`src/rtl/pic_poll_pkg.sv`:
```
package pic_poll_pkg;
    localparam int TYPE_W = 5;
    localparam int WORD_W = 16;
    localparam int N_ONCHIP = 4;

    typedef enum logic [1:0] {
        RA_MASK = 2'd0,
        RA_STAT = 2'd1,
        RA_POLL = 2'd2,
        RA_NONE = 2'd3
    } rd_addr_e;
endpackage

```
`src/rtl/pic_lowbit.sv`:
```
// Isolates the lowest set bit (highest priority) of a vector.
module pic_lowbit #(
    parameter int W = 8
) (
    input  logic [W-1:0] vec_i,
    output logic [W-1:0] one_o
);
    assign one_o = vec_i & (~vec_i + W'(1));
endmodule

```
`src/rtl/pic_poll_sel.sv`:
```
// Chooses the highest-priority pending, unmasked, unblocked source.
module pic_poll_sel #(
    parameter int NSRC = 8,
    parameter int TW   = 5
) (
    input  logic [NSRC-1:0]    pend_i,
    input  logic [NSRC-1:0]    mask_i,
    input  logic [NSRC-1:0]    ins_i,
    input  logic [NSRC*TW-1:0] type_tab_i,
    output logic               found_o,
    output logic [NSRC-1:0]    sel_o,
    output logic [TW-1:0]      type_o
);
    logic [NSRC-1:0] blocked;
    logic [NSRC-1:0] elig;

    assign blocked[0] = ins_i[0];
    for (genvar i = 1; i < NSRC; i++) begin : g_block
        assign blocked[i] = blocked[i-1] | ins_i[i];
    end

    assign elig    = pend_i & ~mask_i & ~blocked;
    assign found_o = |elig;

    pic_lowbit #(.W(NSRC)) u_pick (
        .vec_i (elig),
        .one_o (sel_o)
    );

    always_comb begin
        type_o = '0;
        for (int i = 0; i < NSRC; i++) begin
            if (sel_o[i]) type_o = type_o | type_tab_i[i*TW +: TW];
        end
    end
endmodule

```
`src/rtl/pic_poll_unit.sv`:
```
module pic_poll_unit
    import pic_poll_pkg::*;
#(
    parameter int NEXT      = 4,
    parameter int T0_TYPE   = 8,
    parameter int T1_TYPE   = 18,
    parameter int D0_TYPE   = 10,
    parameter int D1_TYPE   = 11,
    parameter int EXT_BASE  = 12,
    localparam int NSRC     = N_ONCHIP + NEXT
) (
    input  logic              clk,
    input  logic              rst_n,
    input  logic [NSRC-1:0]   req_i,
    input  logic [NSRC-1:0]   mask_i,
    input  logic              eoi_i,
    input  logic              rd_en_i,
    input  logic [1:0]        rd_addr_i,
    output logic [WORD_W-1:0] rd_data_o
);
    typedef struct packed {
        logic [NSRC-1:0] pend;
        logic [NSRC-1:0] ins;
    } state_t;

    state_t st_d, st_q;

    logic [NSRC*TYPE_W-1:0] type_tab;
    logic                   found;
    logic [NSRC-1:0]        sel_oh;
    logic [TYPE_W-1:0]      sel_type;
    logic [NSRC-1:0]        eoi_oh;
    logic [NSRC-1:0]        ins_q;
    logic                   ack;
    logic [WORD_W-1:0]      poll_word;
    logic [WORD_W-1:0]      mask_word;

    // Type code table: on-chip sources by parameter, externals counted up.
    assign type_tab[0*TYPE_W +: TYPE_W] = TYPE_W'(T0_TYPE);
    assign type_tab[1*TYPE_W +: TYPE_W] = TYPE_W'(T1_TYPE);
    assign type_tab[2*TYPE_W +: TYPE_W] = TYPE_W'(D0_TYPE);
    assign type_tab[3*TYPE_W +: TYPE_W] = TYPE_W'(D1_TYPE);
    for (genvar e = 0; e < NEXT; e++) begin : g_ext_type
        assign type_tab[(N_ONCHIP+e)*TYPE_W +: TYPE_W] = TYPE_W'(EXT_BASE + e);
    end

    pic_poll_sel #(.NSRC(NSRC), .TW(TYPE_W)) u_sel (
        .pend_i     (st_q.pend),
        .mask_i     (mask_i),
        .ins_i      (st_q.ins),
        .type_tab_i (type_tab),
        .found_o    (found),
        .sel_o      (sel_oh),
        .type_o     (sel_type)
    );

    pic_lowbit #(.W(NSRC)) u_eoi (
        .vec_i (st_q.ins),
        .one_o (eoi_oh)
    );

    assign ins_q = st_q.ins;

    always_comb begin
        st_d = st_q;
        ack  = rd_en_i && (rd_addr_i == RA_POLL) && found;

        st_d.pend = (st_q.pend | req_i) & ~(ack ? sel_oh : '0);
        st_d.ins  = (st_q.ins | (ack ? sel_oh : '0)) & ~(eoi_i ? eoi_oh : '0);

        poll_word = {found, 10'd0, (found ? sel_type : {TYPE_W{1'b0}})};

        mask_word    = '0;
        mask_word[0] = mask_i[0];
        mask_word[4] = mask_i[1];
        mask_word[2] = mask_i[2];
        mask_word[3] = mask_i[3];

        case (rd_addr_i)
            RA_MASK: rd_data_o = mask_word;
            RA_STAT: rd_data_o = poll_word;
            RA_POLL: rd_data_o = poll_word;
            default: rd_data_o = '0;
        endcase
    end

    always_ff @(posedge clk or negedge rst_n) begin
        if (!rst_n) st_q <= '0;
        else        st_q <= st_d;
    end
endmodule

```
`config.mk`:
```
export PLATFORM = sky130hd
export DESIGN_NAME = pic_poll_unit
export DESIGN_NICKNAME = d
export VERILOG_FILES = /design/src/rtl/pic_poll_pkg.sv /design/src/rtl/pic_lowbit.sv /design/src/rtl/pic_poll_sel.sv /design/src/rtl/pic_poll_unit.sv
export SDC_FILE = /design/constraint.sdc
export NUM_CORES = 1
export LEC_CHECK = 0
export BUFFER_PORTS_ARGS = -buffer_cell sky130_fd_sc_hd__buf_2
export CORE_ASPECT_RATIO = 1.5
export CORE_MARGIN = 5
export CORE_UTILIZATION = 45
export CTS_CLUSTER_DIAMETER = 200
export DETAILED_ROUTE_END_ITERATION = 12
export PLACE_DENSITY = 0.73
export SLEW_MARGIN = 20
export SYNTH_ARGS = -nofsm -noshare
export SYNTH_HDL_FRONTEND = slang
export SYNTH_SLANG_ARGS = --single-unit
```
`constraint.sdc`:
```
create_clock -name clk -period 2.5 [get_ports clk]
set_clock_uncertainty 0.05 [all_clocks]
set_input_delay 0.25 -clock clk [delete_from_list [all_inputs] [get_ports clk]]
set_output_delay 0.25 -clock clk [all_outputs]
set_load 0.02 [all_outputs]
```
==> results of run 1 <==
[Yosys cell counts, drive strengths merged, types with 3 or more instances]
cell type and instances:
nor2b 5, inv 6, nand2b 4, nor2 12, nor3b 4, o21ai 10
nand3 3, buf 10, ha 3, nor3 3, o21a 6, dfrtp 16
a21oi 3, nand2 12
[layer usage]
metal	global-route usage [%]	wire length (um)
met1	17.4	1000
met2	26.9	1480
met3	4.63	196
met4	6.53	46
met5	0	0
[area by class of cell]
cell class | instances | area, um2
timing repair buffer | 32 | 175
inverter | 6 | 22.5
sequential | 16 | 402
clock buffer | 4 | 36.3
tap | 24 | 30.0
fill | 223 | 1070
multi-input combinational | 98 | 661
[repair_timing]
item / CTS / global route
endpoints found under the setup margin: 3 / 4
pin swaps: 1 / 5
buffers inserted: 1 / 2
hold endpoints to repair: 16 / 0
gates resized for setup: 1 / 5
hold buffers: 1 / 0
[cell families (layout without fill, tap and decap cells)]
| kind of cell | Yosys count | after routing | share of synthesized area [%] |
|---|---|---|---|
| and+or+nand+nor | 53 | 53 | 31.1 |
| AOI/OAI and AO/OA | 32 | 32 | 19.9 |
| DFF | 16 | 16 | 36.4 |
| buffers and inverters | 16 | 42 | 8.87 |
| adders and majority gates | 3 | 3 | 3.41 |
| other | 1 | 10 | 0.341 |
[sequential cells by signal (all words and copies together) (netlist names)]
register,count
ins_q,8
st_q,8
[metrics by stage]
step           instance area (um2)  setup slack [ns]
2_1_floorplan                 1130             0.222
4_1_cts                       1290            0.0783
3_5_place_dp                  1230             0.232
5_1_grt                       1330          -0.00973
3_3_place_gp                  1230             0.327
6_report                      1330            0.0812
[where the power goes]
group / internal (mW) / switching (mW)
registers: 0.265 / 0.00791
clock network: 0.0886 / 0.0832
logic: 0.0683 / 0.105
total: 0.422 / 0.196
[worst paths after layout]
| path | depth (start not counted) | slack [ns] | startpoint | to |
|---|---|---|---|---|
| worst min-delay path | 2 | 0.11 | req_i[5] | st_q[13]$_DFF_PN0_ |
| worst max register to register | 6 | 0.49 | ins_q[0]$_DFF_PN0_ | st_q[15]$_DFF_PN0_ |
| min in group asynchronous | 2 | 0.35 | rst_n | st_q[11]$_DFF_PN0_ |
| worst max-delay path | 7 | 0.08 | ins_q[0]$_DFF_PN0_ | rd_data_o[0] |
| max in group asynchronous | 2 | 1.77 | rst_n | ins_q[0]$_DFF_PN0_ |
| worst min register to register | 1 | 0.44 | st_q[13]$_DFF_PN0_ | st_q[13]$_DFF_PN0_ |
==> run summary, run 1 <==
Tot GR Track Use -> 15.6%
Max-cap violations -> 0
Final setup fails -> 0
Setup_tns -> 0 ns
Chip Width -> 50.4 um
Leakage -> 0.635 nW
CTS tree -> yes
Placed cell count -> 172
Mapped Cells -> 121
Commonest non-fill, non-tap cell in the layout -> buf_2
Share of cells above drive strength 1 -> 28.8%
Tmin final -> 2.42 ns
Fmax -> 413 MHz
Final hold vios -> 0
Row count -> 22
Bufs and invs on worst path -> 2
Final Max Tran Viols -> 0
Arr. time, crit path -> 2.12 ns
Max H-tree Level -> 1
CP delay by family, top -> simple AND/OR/NAND/NOR gates
Final worst-path cycle share -> 96.8%
Top_reg_cell synth -> dfrtp_1
Top post-synthesis cells by area -> dfrtp_1, buf_4, nand2_1
First-pass GRT wire length -> 4440 um
Initial DRC Count -> 71
EDFF count, synth -> 0
Port Buffers -> 27
Relative slew slack -> 63.4%
Worst Max-Slew Pin Slew -> 0.547 ns
Max stage delay on crit path -> 0.48 ns
Total Power -> 618 uW
Post-synth ARST share -> 100%
Largest net degree at the start of global routing -> 17
Initial core utilization -> 45.9%
Post-DP HPWL -> 2250 um
Die Span Y -> 70.6 um
Max Root-Sink Buffers -> 2
Post-synth top area share -> 36.4%
Distinct cells, synth -> 37
Critical path startpoint category -> register
Gpl congestion -> 0.866
Antenna fix cells -> 0
Sequential-to-total area share from yosys stat -> 36.4%
Post-detailed-route DRC marker count -> 0
Vias -> 1005
Ports -> 38
Syn Std Cell Area -> 1100 um2
Clock sinks -> 16
Unrepaired setup endpoints after global routing -> yes
Global route total overflow -> 0
Post-synthesis register bit count -> 16
YS warnings -> 0
Outcome -> completed
Routed WL -> 2720 um
Worst-path clk slew -> 0.10 ns
Synth area leader -> dfrtp_1
Layout Utilization -> 55.4%
CP Capture Type -> primary output
Routed Antenna Nets -> 0
Maximum vdd drop -> 317 uV
Drt pass-1 iters -> 7
Vias per Instance -> 5.58
Vias in the first global route -> 1029
Most frequent cells in the layout -> buf_2, dfrtp_1, nand2_1, nor2_1, conb_1
Worst Path Class, Setup -> reg2out
Wire per inst -> 15.1 um
Crit path required time -> 2.20 ns
CTS Buf Count -> 3
Area growth, synth to finish -> 20.6%
Power Density -> 466 nW/um2
Syn_area_per_cell -> 9.09 um2
Final hold slack -> 0.107 ns
CP cell instances -> nor4_4 > buf_4 > o21ai_1 > nand3_1 > o21ai_2 > a221oi_1 > buf_2
Post-Layout Cell Count -> 180
Hold Crit Class -> in2reg
Worst-Skew Late Latency -> 0.29 ns
Core area -> 2390 um2
CTS root buf -> clkbuf_4
Initial antenna violation count -> 0
CP max-delay cell -> dfrtp_2
Worst-path fanout max -> 7
Die area -> 3550 um2
# nets final -> 182
No activity file was read; power rests on OpenSTA's default activity.
==> run 2: changes to the inputs <==
ABC_AREA = 1   (was default)
PLACE_DENSITY = 0.72   (was 0.73)
==> run 2 against run 1 <==
  * Register-to-register slack better by 0.42 ns
  * First-iteration DRC count down 66%
  * Via count up 10%
  * Clock power down 23%
  * Count of clock-buffer cells in the layout down 1
  * Hold slack worse by 0.0032 ns
  * Wire length down 3.6%
  * Die area up 5.9%
  * Sequential power up 22%
==> run summary, run 2 <==
Maximum vdd drop -> 408 uV (was 317 uV)
Die Span Y -> 72.7 um (was 70.6 um)
Resize count post-CTS -> 0 (was 1)
Final hold vios -> 0 (unchanged)
Die area -> 3760 um2 (was 3550 um2)
Hold wc startpoint -> req_i[1] (was req_i[5])
Critical path startpoint category -> register (unchanged)
CP cell instances -> inv_2 > nand2_2 > nor2_2 > nand3_2 > inv_2 > nor2_2 > nand3_4 > nand2_2 > nor2_4 > nand2_1 > o21ai_0 > buf_2 (was nor4_4 > buf_4 > o21ai_1 > nand3_1 > o21ai_2 > a221oi_1 > buf_2)
Post-DP HPWL -> 2220 um (was 2250 um)
Max Root-Sink Buffers -> 2 (unchanged)
Final Max Tran Viols -> 0 (unchanged)
CP Capture Type -> primary output (unchanged)
Port Buffers -> 27 (unchanged)
Crit path required time -> 2.20 ns (about the same)
Unrepaired setup endpoints after global routing -> no (was yes)
# nets final -> 220 (was 182)
Final setup fails -> 0 (unchanged)
Outcome -> completed (unchanged)
Final WS setup -> 0.254 ns (was 0.0812 ns)
Routed Antenna Nets -> 0 (unchanged)
Commonest non-fill, non-tap cell in the layout -> inv_1 (was buf_2)
Post-synth ARST share -> 100% (unchanged)
Row count -> 22 (unchanged)
Core area -> 2480 um2 (was 2390 um2)
Most frequent cell after synthesis -> inv_1 (was dfrtp_1)
EDFF count, synth -> 0 (unchanged)
Syn_area_per_cell -> 7.23 um2 (was 9.09 um2)
Worst R2R Path Depth -> 12 (was 6)
Ports -> 38 (unchanged)
Gpl congestion -> 0.949 (was 0.866)
WHS Path Cells -> 3 (was 2)
Post-Layout Inst Area -> 1340 um2 (was 1330 um2)
Leakage -> 0.735 nW (was 0.635 nW)
Reg-to-reg slack, setup -> 0.91 ns (was 0.49 ns)
Drt pass-1 iters -> 4 (was 7)
Reg2Reg Capture Point -> st_q[8]$_DFF_PN0_ (was st_q[15]$_DFF_PN0_)
Vias per Instance -> 5.11 (was 5.58)
Hold Crit Class -> in2reg (unchanged)
Antenna fix cells -> 0 (unchanged)
YS warnings -> 0 (unchanged)
Area occupied by multi-input gates -> 609 um2 (was 661 um2)
Worst-path clk slew -> 0.09 ns (was 0.10 ns)
Worst-path fanout max -> 5 (was 7)
Final worst-path cycle share -> 89.8% (was 96.8%)
Clock sinks -> 16 (unchanged)
Max stage delay on crit path -> 0.43 ns (was 0.48 ns)
Synth area leader -> dfrtp_1 (unchanged)
Vias -> 1109 (was 1005)
Top post-synthesis cells by area -> dfrtp_1, inv_1, buf_4 (was dfrtp_1, buf_4, nand2_1)
Initial antenna violation count -> 0 (unchanged)
Setup Slack @ Placement -> 0.587 ns (was 0.232 ns)
Worst Path Class, Setup -> reg2out (unchanged)
Wire per inst -> 12.1 um (was 15.1 um)
Worst-Skew Late Latency -> 0.28 ns (was 0.29 ns)
Vias in the first global route -> 1109 (was 1029)
Largest net degree at the start of global routing -> 17 (unchanged)
Layout Utilization -> 53.9% (was 55.4%)
Top_reg_cell synth -> dfrtp_1 (unchanged)
First-pass GRT wire length -> 4470 um (was 4440 um)
Syn Std Cell Area -> 1180 um2 (was 1100 um2)
Sequential-to-total area share from yosys stat -> 34.0% (was 36.4%)
Tot GR Track Use -> 15.7% (was 15.6%)
CP max-delay cell -> dfrtp_1 (was dfrtp_2)
Post-synth top area share -> 34.0% (was 36.4%)
Area growth, synth to finish -> 13.3% (was 20.6%)
Distinct cells, synth -> 27 (was 37)
Total Power -> 987 uW (was 618 uW)
Share of cells above drive strength 1 -> 26.4% (was 28.8%)
Placed Area -> 1300 um2 (was 1230 um2)
CTS tree -> yes (unchanged)
Routed WL -> 2620 um (was 2720 um)
Global route total overflow -> 0 (unchanged)
Max H-tree Level -> 1 (unchanged)
Tmin final -> 2.25 ns (was 2.42 ns)
Max-cap violations -> 0 (unchanged)
Arr. time, crit path -> 1.95 ns (was 2.12 ns)
Number of fill cells -> 243 (was 223)
Reg2reg start -> ins_q[0]$_DFF_PN0_ (unchanged)
Mapped Cells -> 163 (was 121)
Fmax -> 445 MHz (was 413 MHz)
Post-detailed-route DRC marker count -> 0 (unchanged)
Most frequent cells in the layout -> inv_1, buf_2, nand2_1, nor2_1, dfrtp_1 (was buf_2, dfrtp_1, nand2_1, nor2_1, conb_1)
WHS Endpoint -> st_q[9]$_DFF_PN0_ (was st_q[13]$_DFF_PN0_)
Initial core utilization -> 47.6% (was 45.9%)
Chip Width -> 51.8 um (was 50.4 um)
Power Density -> 740 nW/um2 (was 466 nW/um2)
CTS root buf -> clkbuf_4 (unchanged)
Bufs and invs on worst path -> 3 (was 2)
Initial DRC Count -> 24 (was 71)
CP delay by family, top -> simple AND/OR/NAND/NOR gates (unchanged)
Post-synthesis register bit count -> 16 (unchanged)
Setup_tns -> 0 ns (unchanged)
Synth cell count leaders -> inv_1, nand2_1, nor2_1 (was dfrtp_1, nand2_1, nor2_1)
CTS Buf Count -> 3 (unchanged)
Register Area -> 400 um2 (was 402 um2)
[run 2: cell count changes in the layout (fill, tap and decap cells not counted), moves of 4 or more]
cell      change
nand3_1      +11
inv_1        +25
nor2b_1       -5
buf_4         -4
nand2b_1      -4
o21a_1        -6
nor2_1        +7
nand2_2       +5
nand2_1       +6
o21ai_0       +7
[run 2: final cells by class]
cell class,count,share of cell area (%)
multi-input combinational,112,45.6
sequential,16,30.0
timing repair buffer,28,10.9
inverter,34,9.56
tap,24,2.25
clock buffer,3,1.69
[run 2: per-layer routing]
metal	part of all wire [%]	vias to the layer above	global-route usage, %
li1	-	555	-
met1	39	521	16.5
met2	55	27	28.9
met3	4.3	6	2.86
met4	1.9	0	7.87
met5	0	-	0
[run 2: metrics by stage]
stage	std cells	hold slack, ns
5_1_grt	217	0.0986
6_report	217	0.103
3_5_place_dp	213	0.135
3_3_place_gp	213	0.126
2_1_floorplan	172	-0.0956
4_1_cts	217	0.101
[run 2: what timing repair did]
item / 4_1_cts / 5_1_grt
buffers inserted: 0 / 0
hold buffers: 1 / 0
endpoints found under the setup margin: 0 / 0
endpoints found under the hold margin: 16 / 0
[run 2: how the worst max path moves through the flow]
stage / startpoint / endpoint / slack (ns) / cells past startpoint
after floorplan: ins_q[0]$_DFF_PN0_ / rd_data_o[4] / 0.75 / 9
after global placement: ins_q[0]$_DFF_PN0_ / rd_data_o[4] / 0.64 / 12
after detailed placement: ins_q[0]$_DFF_PN0_ / rd_data_o[0] / 0.59 / 12
after CTS: ins_q[0]$_DFF_PN0_ / rd_data_o[0] / 0.26 / 12
after global routing: ins_q[0]$_DFF_PN0_ / rd_data_o[4] / 0.06 / 12
final: ins_q[0]$_DFF_PN0_ / rd_data_o[0] / 0.25 / 12
[run 2: worst register-to-register path: stages, from the launching register on]
cell and delay (ns):
dfrtp_1 0.43, inv_2 0.09, nand2_2 0.06, nor2_2 0.15, nand3_2 0.15, inv_2 0.11, nor2_2 0.05, nand3_4 0.09
nand2_4 0.07, inv_2 0.06, nand2_1 0.06, o21ai_1 0.07, inv_1 0.05
[run 2: cells by family after synthesis]
| group | Yosys count | synth area share (%) |
|---|---|---|
| compound gates | 20 | 8.81 |
| buf+inv | 44 | 17.2 |
| other cells | 1 | 0.318 |
| flops | 16 | 34.0 |
| simple gates | 79 | 36.5 |
| fa+ha+maj | 3 | 3.19 |
[run 2: power by group]
group | switching, mW | internal (mW)
clock | 0.0770 | 0.0560
sequential | 0.0354 | 0.299
combinational | 0.347 | 0.173
total | 0.460 | 0.528
